**src/rtl/irq_pkg.sv**
```systemverilog
package irq_pkg;

    // event bit positions; software decodes these, so they are fixed
    localparam int EV_RX_REQ   = 0;
    localparam int EV_TX_REQ   = 1;
    localparam int EV_ARB_LOST = 2;
    localparam int EV_NACK     = 3;
    localparam int EV_RX_UNDER = 4;
    localparam int EV_TX_OVER  = 5;
    localparam int EV_ALL_PKT  = 6;
    localparam int EV_PKT_DONE = 7;

    localparam int SEL_W = 2;

    typedef enum logic [SEL_W-1:0] {
        SEL_EVT_STAT  = 2'd0,
        SEL_EVT_EN    = 2'd1,
        SEL_WRAP_STAT = 2'd2,
        SEL_WRAP_CTL  = 2'd3
    } reg_sel_e;

endpackage

```
**src/rtl/irq_sticky_bank.sv**
```systemverilog
module irq_sticky_bank #(
    parameter int WIDTH = 8
) (
    input  logic             clk,
    input  logic             rst_n,
    input  logic [WIDTH-1:0] set_i,
    input  logic [WIDTH-1:0] clr_i,
    output logic [WIDTH-1:0] q_o
);

    for (genvar g = 0; g < WIDTH; g++) begin : g_bit
        // a set wins over a clear in the same cycle
        always_ff @(posedge clk) begin
            if (!rst_n)
                q_o[g] <= 1'b0;
            else if (set_i[g])
                q_o[g] <= 1'b1;
            else if (clr_i[g])
                q_o[g] <= 1'b0;
        end

        assert_set_R2: assert property (@(posedge clk) disable iff (!rst_n)
            set_i[g] |=> q_o[g]);
        assert_hold_R2: assert property (@(posedge clk) disable iff (!rst_n)
            (q_o[g] && !clr_i[g]) |=> q_o[g]);
        assert_quiet_R2: assert property (@(posedge clk) disable iff (!rst_n)
            (!q_o[g] && !set_i[g]) |=> !q_o[g]);
        assert_clear_R3: assert property (@(posedge clk) disable iff (!rst_n)
            (clr_i[g] && !set_i[g]) |=> !q_o[g]);
        assert_collide_R4: assert property (@(posedge clk) disable iff (!rst_n)
            (clr_i[g] && set_i[g]) |=> q_o[g]);
    end

endmodule

```
**src/rtl/irq_enable_reg.sv**
```systemverilog
module irq_enable_reg #(
    parameter int WIDTH = 8
) (
    input  logic             clk,
    input  logic             rst_n,
    input  logic             we_i,
    input  logic [WIDTH-1:0] d_i,
    output logic [WIDTH-1:0] q_o
);

    always_ff @(posedge clk) begin
        if (!rst_n)
            q_o <= '0;
        else if (we_i)
            q_o <= d_i;
    end

    assert_stable_R9: assert property (@(posedge clk) disable iff (!rst_n)
        !we_i |=> $stable(q_o));
    assert_load_R5: assert property (@(posedge clk) disable iff (!rst_n)
        we_i |=> (q_o == $past(d_i)));

endmodule

```
**src/rtl/irq_reg_decode.sv**
```systemverilog
module irq_reg_decode
    import irq_pkg::*;
#(
    parameter int EVT_N    = 8,
    parameter int DATA_W   = 32,
    parameter int DONE_POS = 30
) (
    input  logic              wr_i,
    input  logic [SEL_W-1:0]  addr_i,
    input  logic [DATA_W-1:0] wdata_i,
    input  logic [EVT_N-1:0]  evt_stat_i,
    input  logic [EVT_N-1:0]  evt_en_i,
    input  logic              wrap_done_i,
    input  logic              wrap_en_i,
    output logic [EVT_N-1:0]  evt_clr_o,
    output logic              evt_en_we_o,
    output logic [EVT_N-1:0]  evt_en_d_o,
    output logic              wrap_clr_o,
    output logic              wrap_en_we_o,
    output logic              wrap_en_d_o,
    output logic [DATA_W-1:0] rdata_o
);

    reg_sel_e sel;
    assign sel         = reg_sel_e'(addr_i);
    assign evt_en_d_o  = wdata_i[EVT_N-1:0];
    assign wrap_en_d_o = wdata_i[DONE_POS];

    // write strobes
    always_comb begin
        evt_clr_o    = '0;
        evt_en_we_o  = 1'b0;
        wrap_clr_o   = 1'b0;
        wrap_en_we_o = 1'b0;
        if (wr_i) begin
            unique case (sel)
                SEL_EVT_STAT:  evt_clr_o    = wdata_i[EVT_N-1:0];
                SEL_EVT_EN:    evt_en_we_o  = 1'b1;
                SEL_WRAP_STAT: wrap_clr_o   = wdata_i[DONE_POS];
                SEL_WRAP_CTL:  wrap_en_we_o = 1'b1;
                default:       evt_en_we_o  = 1'b0;
            endcase
        end
    end

    // read mux
    always_comb begin
        rdata_o = '0;
        unique case (sel)
            SEL_EVT_STAT:  rdata_o[EVT_N-1:0] = evt_stat_i;
            SEL_EVT_EN:    rdata_o[EVT_N-1:0] = evt_en_i;
            SEL_WRAP_STAT: rdata_o[DONE_POS]  = wrap_done_i;
            SEL_WRAP_CTL:  rdata_o[DONE_POS]  = wrap_en_i;
            default:       rdata_o            = '0;
        endcase
    end

endmodule

```
**src/rtl/irq_out_stage.sv**
```systemverilog
module irq_out_stage #(
    parameter int EVT_N = 8
) (
    input  logic             clk,
    input  logic             rst_n,
    input  logic [EVT_N-1:0] stat_i,
    input  logic [EVT_N-1:0] en_i,
    input  logic             wrap_done_i,
    input  logic             wrap_en_i,
    output logic             irq_o
);

    logic evt_any;
    logic wrap_any;

    assign evt_any  = |(stat_i & en_i);
    assign wrap_any = wrap_done_i & wrap_en_i;

    always_ff @(posedge clk) begin
        if (!rst_n)
            irq_o <= 1'b0;
        else
            irq_o <= evt_any | wrap_any;
    end

    assert_masked_R5: assert property (@(posedge clk) disable iff (!rst_n)
        ((stat_i & en_i) == '0 && !(wrap_done_i && wrap_en_i)) |=> !irq_o);
    assert_wrap_gate_R8: assert property (@(posedge clk) disable iff (!rst_n)
        (wrap_done_i && wrap_en_i) |=> irq_o);
    assert_evt_raise_R6: assert property (@(posedge clk) disable iff (!rst_n)
        ((stat_i & en_i) != '0) |=> irq_o);

endmodule

```
**src/rtl/irq_status_unit.sv**
```systemverilog
module irq_status_unit
    import irq_pkg::*;
#(
    parameter int EVT_N    = 8,
    parameter int DATA_W   = 32,
    parameter int DONE_POS = 30
) (
    input  logic              clk,
    input  logic              rst_n,
    input  logic [EVT_N-1:0]  evt_pulse,
    input  logic              done_pulse,
    input  logic              reg_wr,
    input  logic [SEL_W-1:0]  reg_addr,
    input  logic [DATA_W-1:0] reg_wdata,
    output logic [DATA_W-1:0] reg_rdata,
    output logic              irq
);

    logic [EVT_N-1:0] evt_stat;
    logic [EVT_N-1:0] evt_en;
    logic [EVT_N-1:0] evt_clr;
    logic             evt_en_we;
    logic [EVT_N-1:0] evt_en_d;
    logic             wrap_done;
    logic             wrap_en;
    logic             wrap_clr;
    logic             wrap_en_we;
    logic             wrap_en_d;

    irq_reg_decode #(
        .EVT_N   (EVT_N),
        .DATA_W  (DATA_W),
        .DONE_POS(DONE_POS)
    ) u_decode (
        .wr_i        (reg_wr),
        .addr_i      (reg_addr),
        .wdata_i     (reg_wdata),
        .evt_stat_i  (evt_stat),
        .evt_en_i    (evt_en),
        .wrap_done_i (wrap_done),
        .wrap_en_i   (wrap_en),
        .evt_clr_o   (evt_clr),
        .evt_en_we_o (evt_en_we),
        .evt_en_d_o  (evt_en_d),
        .wrap_clr_o  (wrap_clr),
        .wrap_en_we_o(wrap_en_we),
        .wrap_en_d_o (wrap_en_d),
        .rdata_o     (reg_rdata)
    );

    irq_sticky_bank #(.WIDTH(EVT_N)) u_evt_stat (
        .clk  (clk),
        .rst_n(rst_n),
        .set_i(evt_pulse),
        .clr_i(evt_clr),
        .q_o  (evt_stat)
    );

    irq_sticky_bank #(.WIDTH(1)) u_wrap_stat (
        .clk  (clk),
        .rst_n(rst_n),
        .set_i(done_pulse),
        .clr_i(wrap_clr),
        .q_o  (wrap_done)
    );

    irq_enable_reg #(.WIDTH(EVT_N)) u_evt_en (
        .clk  (clk),
        .rst_n(rst_n),
        .we_i (evt_en_we),
        .d_i  (evt_en_d),
        .q_o  (evt_en)
    );

    irq_enable_reg #(.WIDTH(1)) u_wrap_en (
        .clk  (clk),
        .rst_n(rst_n),
        .we_i (wrap_en_we),
        .d_i  (wrap_en_d),
        .q_o  (wrap_en)
    );

    irq_out_stage #(.EVT_N(EVT_N)) u_out (
        .clk        (clk),
        .rst_n      (rst_n),
        .stat_i     (evt_stat),
        .en_i       (evt_en),
        .wrap_done_i(wrap_done),
        .wrap_en_i  (wrap_en),
        .irq_o      (irq)
    );

    // at most one register is written per cycle
    assert_one_target_R9: assert property (@(posedge clk) disable iff (!rst_n)
        $onehot0({|evt_clr, evt_en_we, wrap_clr, wrap_en_we}));
    assert_no_write_R9: assert property (@(posedge clk) disable iff (!rst_n)
        !reg_wr |=> ($stable(evt_en) && $stable(wrap_en)));

endmodule

```
**config.mk**
```make
export PLATFORM = sky130hd
export DESIGN_NAME = irq_status_unit
export DESIGN_NICKNAME = d
export VERILOG_FILES = /design/src/rtl/irq_pkg.sv /design/src/rtl/irq_sticky_bank.sv /design/src/rtl/irq_enable_reg.sv /design/src/rtl/irq_reg_decode.sv /design/src/rtl/irq_out_stage.sv /design/src/rtl/irq_status_unit.sv
export SDC_FILE = /design/constraint.sdc
export NUM_CORES = 1
export LEC_CHECK = 0
export BUFFER_PORTS_ARGS = -buffer_cell sky130_fd_sc_hd__buf_2
export CORE_MARGIN = 5
export CORE_UTILIZATION = 40
export CTS_BUF_LIST = sky130_fd_sc_hd__clkbuf_4
export DETAILED_ROUTE_END_ITERATION = 7
export PLACE_DENSITY_LB_ADDON = 0.2
export SYNTH_ARGS = -nofsm -noshare
export SYNTH_HDL_FRONTEND = slang
export SYNTH_SLANG_ARGS = --single-unit
export TNS_END_PERCENT = 100
```
**constraint.sdc**
```tcl
create_clock -name clk -period 2.1 [get_ports clk]
set_clock_uncertainty 0.05 [all_clocks]
set_input_delay 0.42 -clock clk [delete_from_list [all_inputs] [get_ports clk]]
set_output_delay 0.42 -clock clk [all_outputs]
set_load 0.02 [all_outputs]
```
* Word-level counts from Yosys, hierarchy flattened
Cells that the tools add are included.
Storage, ports and cells: flip-flop bits (word level) 19, input port bits 46, output and inout port bits 33, word-level logic and storage cells 57
Operators by class: eq/ne operators 3, muxes and demuxes 28, bitwise logic cells 3, reductions and logical operators 11
Operators by type and width (count):
- $mux W1 | 24
- $reduce_bool A2 Y1 | 9
- $mux W8 | 2
- $pmux W8 S2 | 1
- $and A8 B8 Y8 | 1
- $reduce_or A8 Y1 | 1
- $eq A2 B2 Y1 const B | 2
- $eq A2 B1 Y1 const B | 1
- $logic_not A2 Y1 | 1
- $pmux W1 S2 | 1
- $and A1 B1 Y1 | 1
- $or A1 B1 Y1 | 1

* Logic depth before layout (Yosys ltp)
depth after elaboration 5, depth in mapped cells 4

* Cells and area by module
Synthesis repeated with hierarchy kept, for this count alone.
Unflattened totals: cells, all modules 129, area total of the unflattened synthesis 1262.5 um2
Modules (own cells, without submodules):
- irq_reg_decode | times used 1, cells an instance 66, area each 474.2 um2, sequential area each 0.0 um2
- irq_sticky_bank (u_evt_stat) | times used 1, cells an instance 25, area each 337.8 um2, sequential area each 160.2 um2
- irq_enable_reg (u_evt_en) | times used 1, cells an instance 25, area each 301.5 um2, sequential area each 160.2 um2
- irq_out_stage | times used 1, cells an instance 7, area each 71.3 um2, sequential area each 20.0 um2
- irq_sticky_bank (u_wrap_stat) | times used 1, cells an instance 3, area each 41.3 um2, sequential area each 20.0 um2
- irq_enable_reg (u_wrap_en) | times used 1, cells an instance 3, area each 36.3 um2, sequential area each 20.0 um2

* Least setup slack after synthesis
OpenSTA, ideal clock, no wires.
path type in2out, start point input reg_addr[0], end point output reg_rdata[5], arrival time 0.945 ns, data required time 1.630 ns, setup slack 0.685 ns, stages on the path 3, buffers on the path 1, cells stage by stage buf_6 > mux2i_1 > nor2_1
On the way: cells in the longest elaborated chain, start to end 2, elaborated cells between the ends (all ways) 3, classes of those cells eq/ne: 1; mux: 1; reduce/logical: 1
Ends and longest elaborated chain:
- start: declaration | RTL line irq_status_unit.sv:13 | input logic [SEL_W-1:0] reg_addr,
- $eq A2 B1 Y1 or $logic_not A2 Y1 (tied branches) | RTL line irq_reg_decode.sv:49 | unique case (sel)
- $pmux W8 S2 * | RTL line irq_reg_decode.sv:49
- end: declaration | RTL line irq_status_unit.sv:15 | output logic [DATA_W-1:0] reg_rdata,
Every way passes the cells marked *; elsewhere a longest branch is shown, timed or not.

* Worst setup path after layout
start point input reg_addr[0], end point output reg_rdata[3]
The elaborated chain is that of the path after synthesis.

==> flow_summary.toml <==
[floorplan]
placement_rows = 18
die_w_microns = 61.3
top_level_ports = 79
core-area_sq_um = 2500
initial_core_util_pct = 42.1
dieArea_sq_um = 3760
floorplan.die.height_microns = 61.3

[sta]
sum_of_negative_setup_slack_ns = 0
finalMaxSlewViolations = 0
final_hold_viol_count = 0
finalSetupViolations = 0
min_tclk_post_route_ns = 1.66
min_period_over_period_pct = 78.8
hold-worst-slack_ns = 0.281
setup_repair_after_global_routing_missed_its_margin = "false"
maxClockFrequency_mhz = 604

[synthesis]
netlist_area_sq_um = 1050
syn_avg_cell_area_sq_um = 9.41
synth_warnings = 0
netlist-cell-type-count = 22
synth-seq-area-share_pct = 36.1
post_synthesis_register_bit_count = 19
synth_cells = 112

[power]
power_density_nw_per_um2 = 619
post-layout-total-power_mw = 0.720
max-vdd-ir-drop_uv = 436
leakage_nw = 0.620

[layout]
num-nets-final = 190
antennaDiodeCount = 0
layout.core_utilization_pct = 46.5
drive_above_1_share_pct = 26.6
area_delta_synth_final_pct = 10.5
fillCellCount = 251

[drt]
routed_wirelength_microns = 2110
detailroute.via_count = 789
vias_per_cell = 4.56
drt-pass1-iter-count = 4
topRoutingLayerUsed = "met4"
m1WireLength_microns = 935
met3_length_microns = 231
met2WireLength_microns = 919
initialDrtViolationCount = 6
drtAntennaViolNets = 0
post_drt_wl_per_cell_microns = 12.2
drt_drc_violations_left = 0

[clock_network]
clock_buffer_count_from_cts = 3
tritoncts = "yes"
clkLatencyLatePin_ns = 0.29
clock-sinks = 19
post-cts-setup-buffer-count = 0
post_cts_hold_buffer_count = 0
cts_repair_resize_count = 0
cts_htree_levels = 1
clk_path_buf_depth = 2
clk_pin_slew_ns = 0.10
clk_root_buffer_cell = "sky130_fd_sc_hd__clkbuf_4"

[setup_path]
critical_path_launch_point_type = "input pin"
critPathLaunch = "reg_addr[0]"
worstSetupPathDepth = 4
worst_setup_path_endpoint = "reg_rdata[3]"
cp_top_family = "buffers and inverters"
worstPathArrival_ns = 1.19
required_ns = 1.63
crit_chain = "buf_2, mux2i_1, nor2_1, buf_2"
cp_max_fanout = 13
slowest_stage = "sky130_fd_sc_hd__buf_2"
critical-path-top-cell-by-count = "sky130_fd_sc_hd__buf_2"
setup.worst_path.class = "input pin to output port"
critical_path.reg2reg.endpoint = "u_out.irq_o$_SDFF_PN0_"
critical_path.n_buffers_inverters = 2
slowest_delay_ns = 0.31
critical_path.endpoint_type = "output port"
rrSetupSlack_ns = 1.03
critical_path.reg2reg.startpoint = "u_evt_en.q_o[5]$_SDFFE_PN0P_"
worst_r2r_path_depth = 3

[min_path]
class_of_the_worst_hold_path = "input pin to flip-flop"

[placed_design]
portBuffers = 32
hpwl_microns = 1630
gpl.final_weighted_congestion = 0.803

[grt]
global_route_wire_length_before_repair_microns = 3370
first_global_vias = 771
grt_antenna_before_repair = 0
gr-total-overflow = 0
grt_start_max_net_pins = 14
grt_util_all_layers_pct = 12.2

[job]
maxCapViolCount = 0

[status]
run_status = "complete, no violations"
synthesized netlist by cell type:
cell type	number	area [sq um]
sky130_fd_sc_hd__a21boi_0	8	60.1
sky130_fd_sc_hd__a21oi_1	1	5.00
sky130_fd_sc_hd__a221oi_1	1	8.76
sky130_fd_sc_hd__a222oi_1	1	10.0
sky130_fd_sc_hd__a22o_1	1	8.76
sky130_fd_sc_hd__a22oi_1	1	7.51
sky130_fd_sc_hd__a31oi_1	1	6.26
sky130_fd_sc_hd__buf_2	2	10.0
sky130_fd_sc_hd__buf_4	24	180
sky130_fd_sc_hd__buf_6	1	11.3
sky130_fd_sc_hd__clkbuf_1	1	3.75
sky130_fd_sc_hd__conb_1	1	3.75
sky130_fd_sc_hd__dfxtp_1	19	380
sky130_fd_sc_hd__inv_1	1	3.75
sky130_fd_sc_hd__mux2i_1	18	180
sky130_fd_sc_hd__nand3_1	1	5.00
sky130_fd_sc_hd__nand3b_1	1	7.51
sky130_fd_sc_hd__nand4b_1	1	8.76
sky130_fd_sc_hd__nor2_1	18	67.6
sky130_fd_sc_hd__nor2b_1	1	6.26
sky130_fd_sc_hd__nor3b_4	1	18.8
sky130_fd_sc_hd__o21a_1	8	60.1
metrics by stage:
stage	instance area, sq um	worst slack (ns)	cells
5_1_grt	1160	0.371	173
6_report	1160	0.445	173
2_1_floorplan	1140	0.685	134
3_3_place_gp	1140	0.430	169
4_1_cts	1160	0.434	173
3_5_place_dp	1140	0.432	169
routing by layer:
layer	vias to the layer above	track usage, %
li1	402	-
met1	347	15.9
met2	38	19.3
met3	2	2.94
met4	0	4.64
met5	-	0
cell type report:
class | count | area (sq um) | share of cell area [%]
Multi-Input combinational cell | 86 | 547 | 47.0
Sequential cell | 19 | 380 | 32.7
Timing Repair Buffer | 33 | 168 | 14.4
Tap cell | 30 | 37.5 | 3.23
Clock buffer | 3 | 22.5 | 1.94
Clock inverter | 1 | 5.00 | 0.430
Inverter | 1 | 3.75 | 0.323
how the worst min path moves through the flow:
stage | from | end | slack (ns) | depth (start not counted)
2_1_floorplan | u_wrap_stat.q_o$_SDFFE_PN0P_ | u_wrap_stat.q_o$_SDFFE_PN0P_ | 0.42 | 2
3_3_place_gp | u_wrap_stat.q_o$_SDFFE_PN0P_ | u_wrap_stat.q_o$_SDFFE_PN0P_ | 0.45 | 2
3_5_place_dp | u_wrap_stat.q_o$_SDFFE_PN0P_ | u_wrap_stat.q_o$_SDFFE_PN0P_ | 0.45 | 2
4_1_cts | evt_pulse[6] | u_evt_stat.q_o[6]$_SDFFE_PN0P_ | 0.27 | 2
5_1_grt | evt_pulse[5] | u_evt_stat.q_o[5]$_SDFFE_PN0P_ | 0.26 | 2
6_report | evt_pulse[4] | u_evt_stat.q_o[4]$_SDFFE_PN0P_ | 0.28 | 2
cells by family (layout without fill, tap and decap cells):
| group | count (synthesis) | after routing | synth area share, % |
|---|---|---|---|
| flip-flops | 19 | 19 | 36.1 |
| other | 1 | 23 | 0.356 |
| AO/OA/AOI/OAI | 22 | 22 | 15.8 |
| AND/OR/NAND/NOR | 23 | 23 | 10.8 |
| buffers and inverters | 29 | 38 | 19.8 |
| multiplexers | 18 | 18 | 17.1 |
power breakdown:
part           internal [mW]  total, mW  switching, mW  leakage, nW
Sequential             0.380      0.394         0.0135        0.157
Clock                 0.0707      0.177          0.107       0.0177
Combinational         0.0544      0.149         0.0947        0.445
Total                  0.505      0.720          0.215        0.620
placed cells by master, fill, tap and decap left out, types with 3 or more instances in the layout:
cell / count
sky130_fd_sc_hd__buf_2: 32
sky130_fd_sc_hd__nor2_1: 18
sky130_fd_sc_hd__mux2i_1: 18
sky130_fd_sc_hd__o21a_1: 8
sky130_fd_sc_hd__a21boi_0: 8
sky130_fd_sc_hd__clkbuf_4: 3
sky130_fd_sc_hd__dfxtp_1: 19
sky130_fd_sc_hd__conb_1: 23
state kept, by name, indices dropped and copies added, names as in the netlist:
signal	cells
u_evt_stat.q_o	8
u_out.irq_o	1
u_evt_en.q_o	8
u_wrap_en.q_o	1
u_wrap_stat.q_o	1
Note: power is estimated with default switching activity, not from simulation.
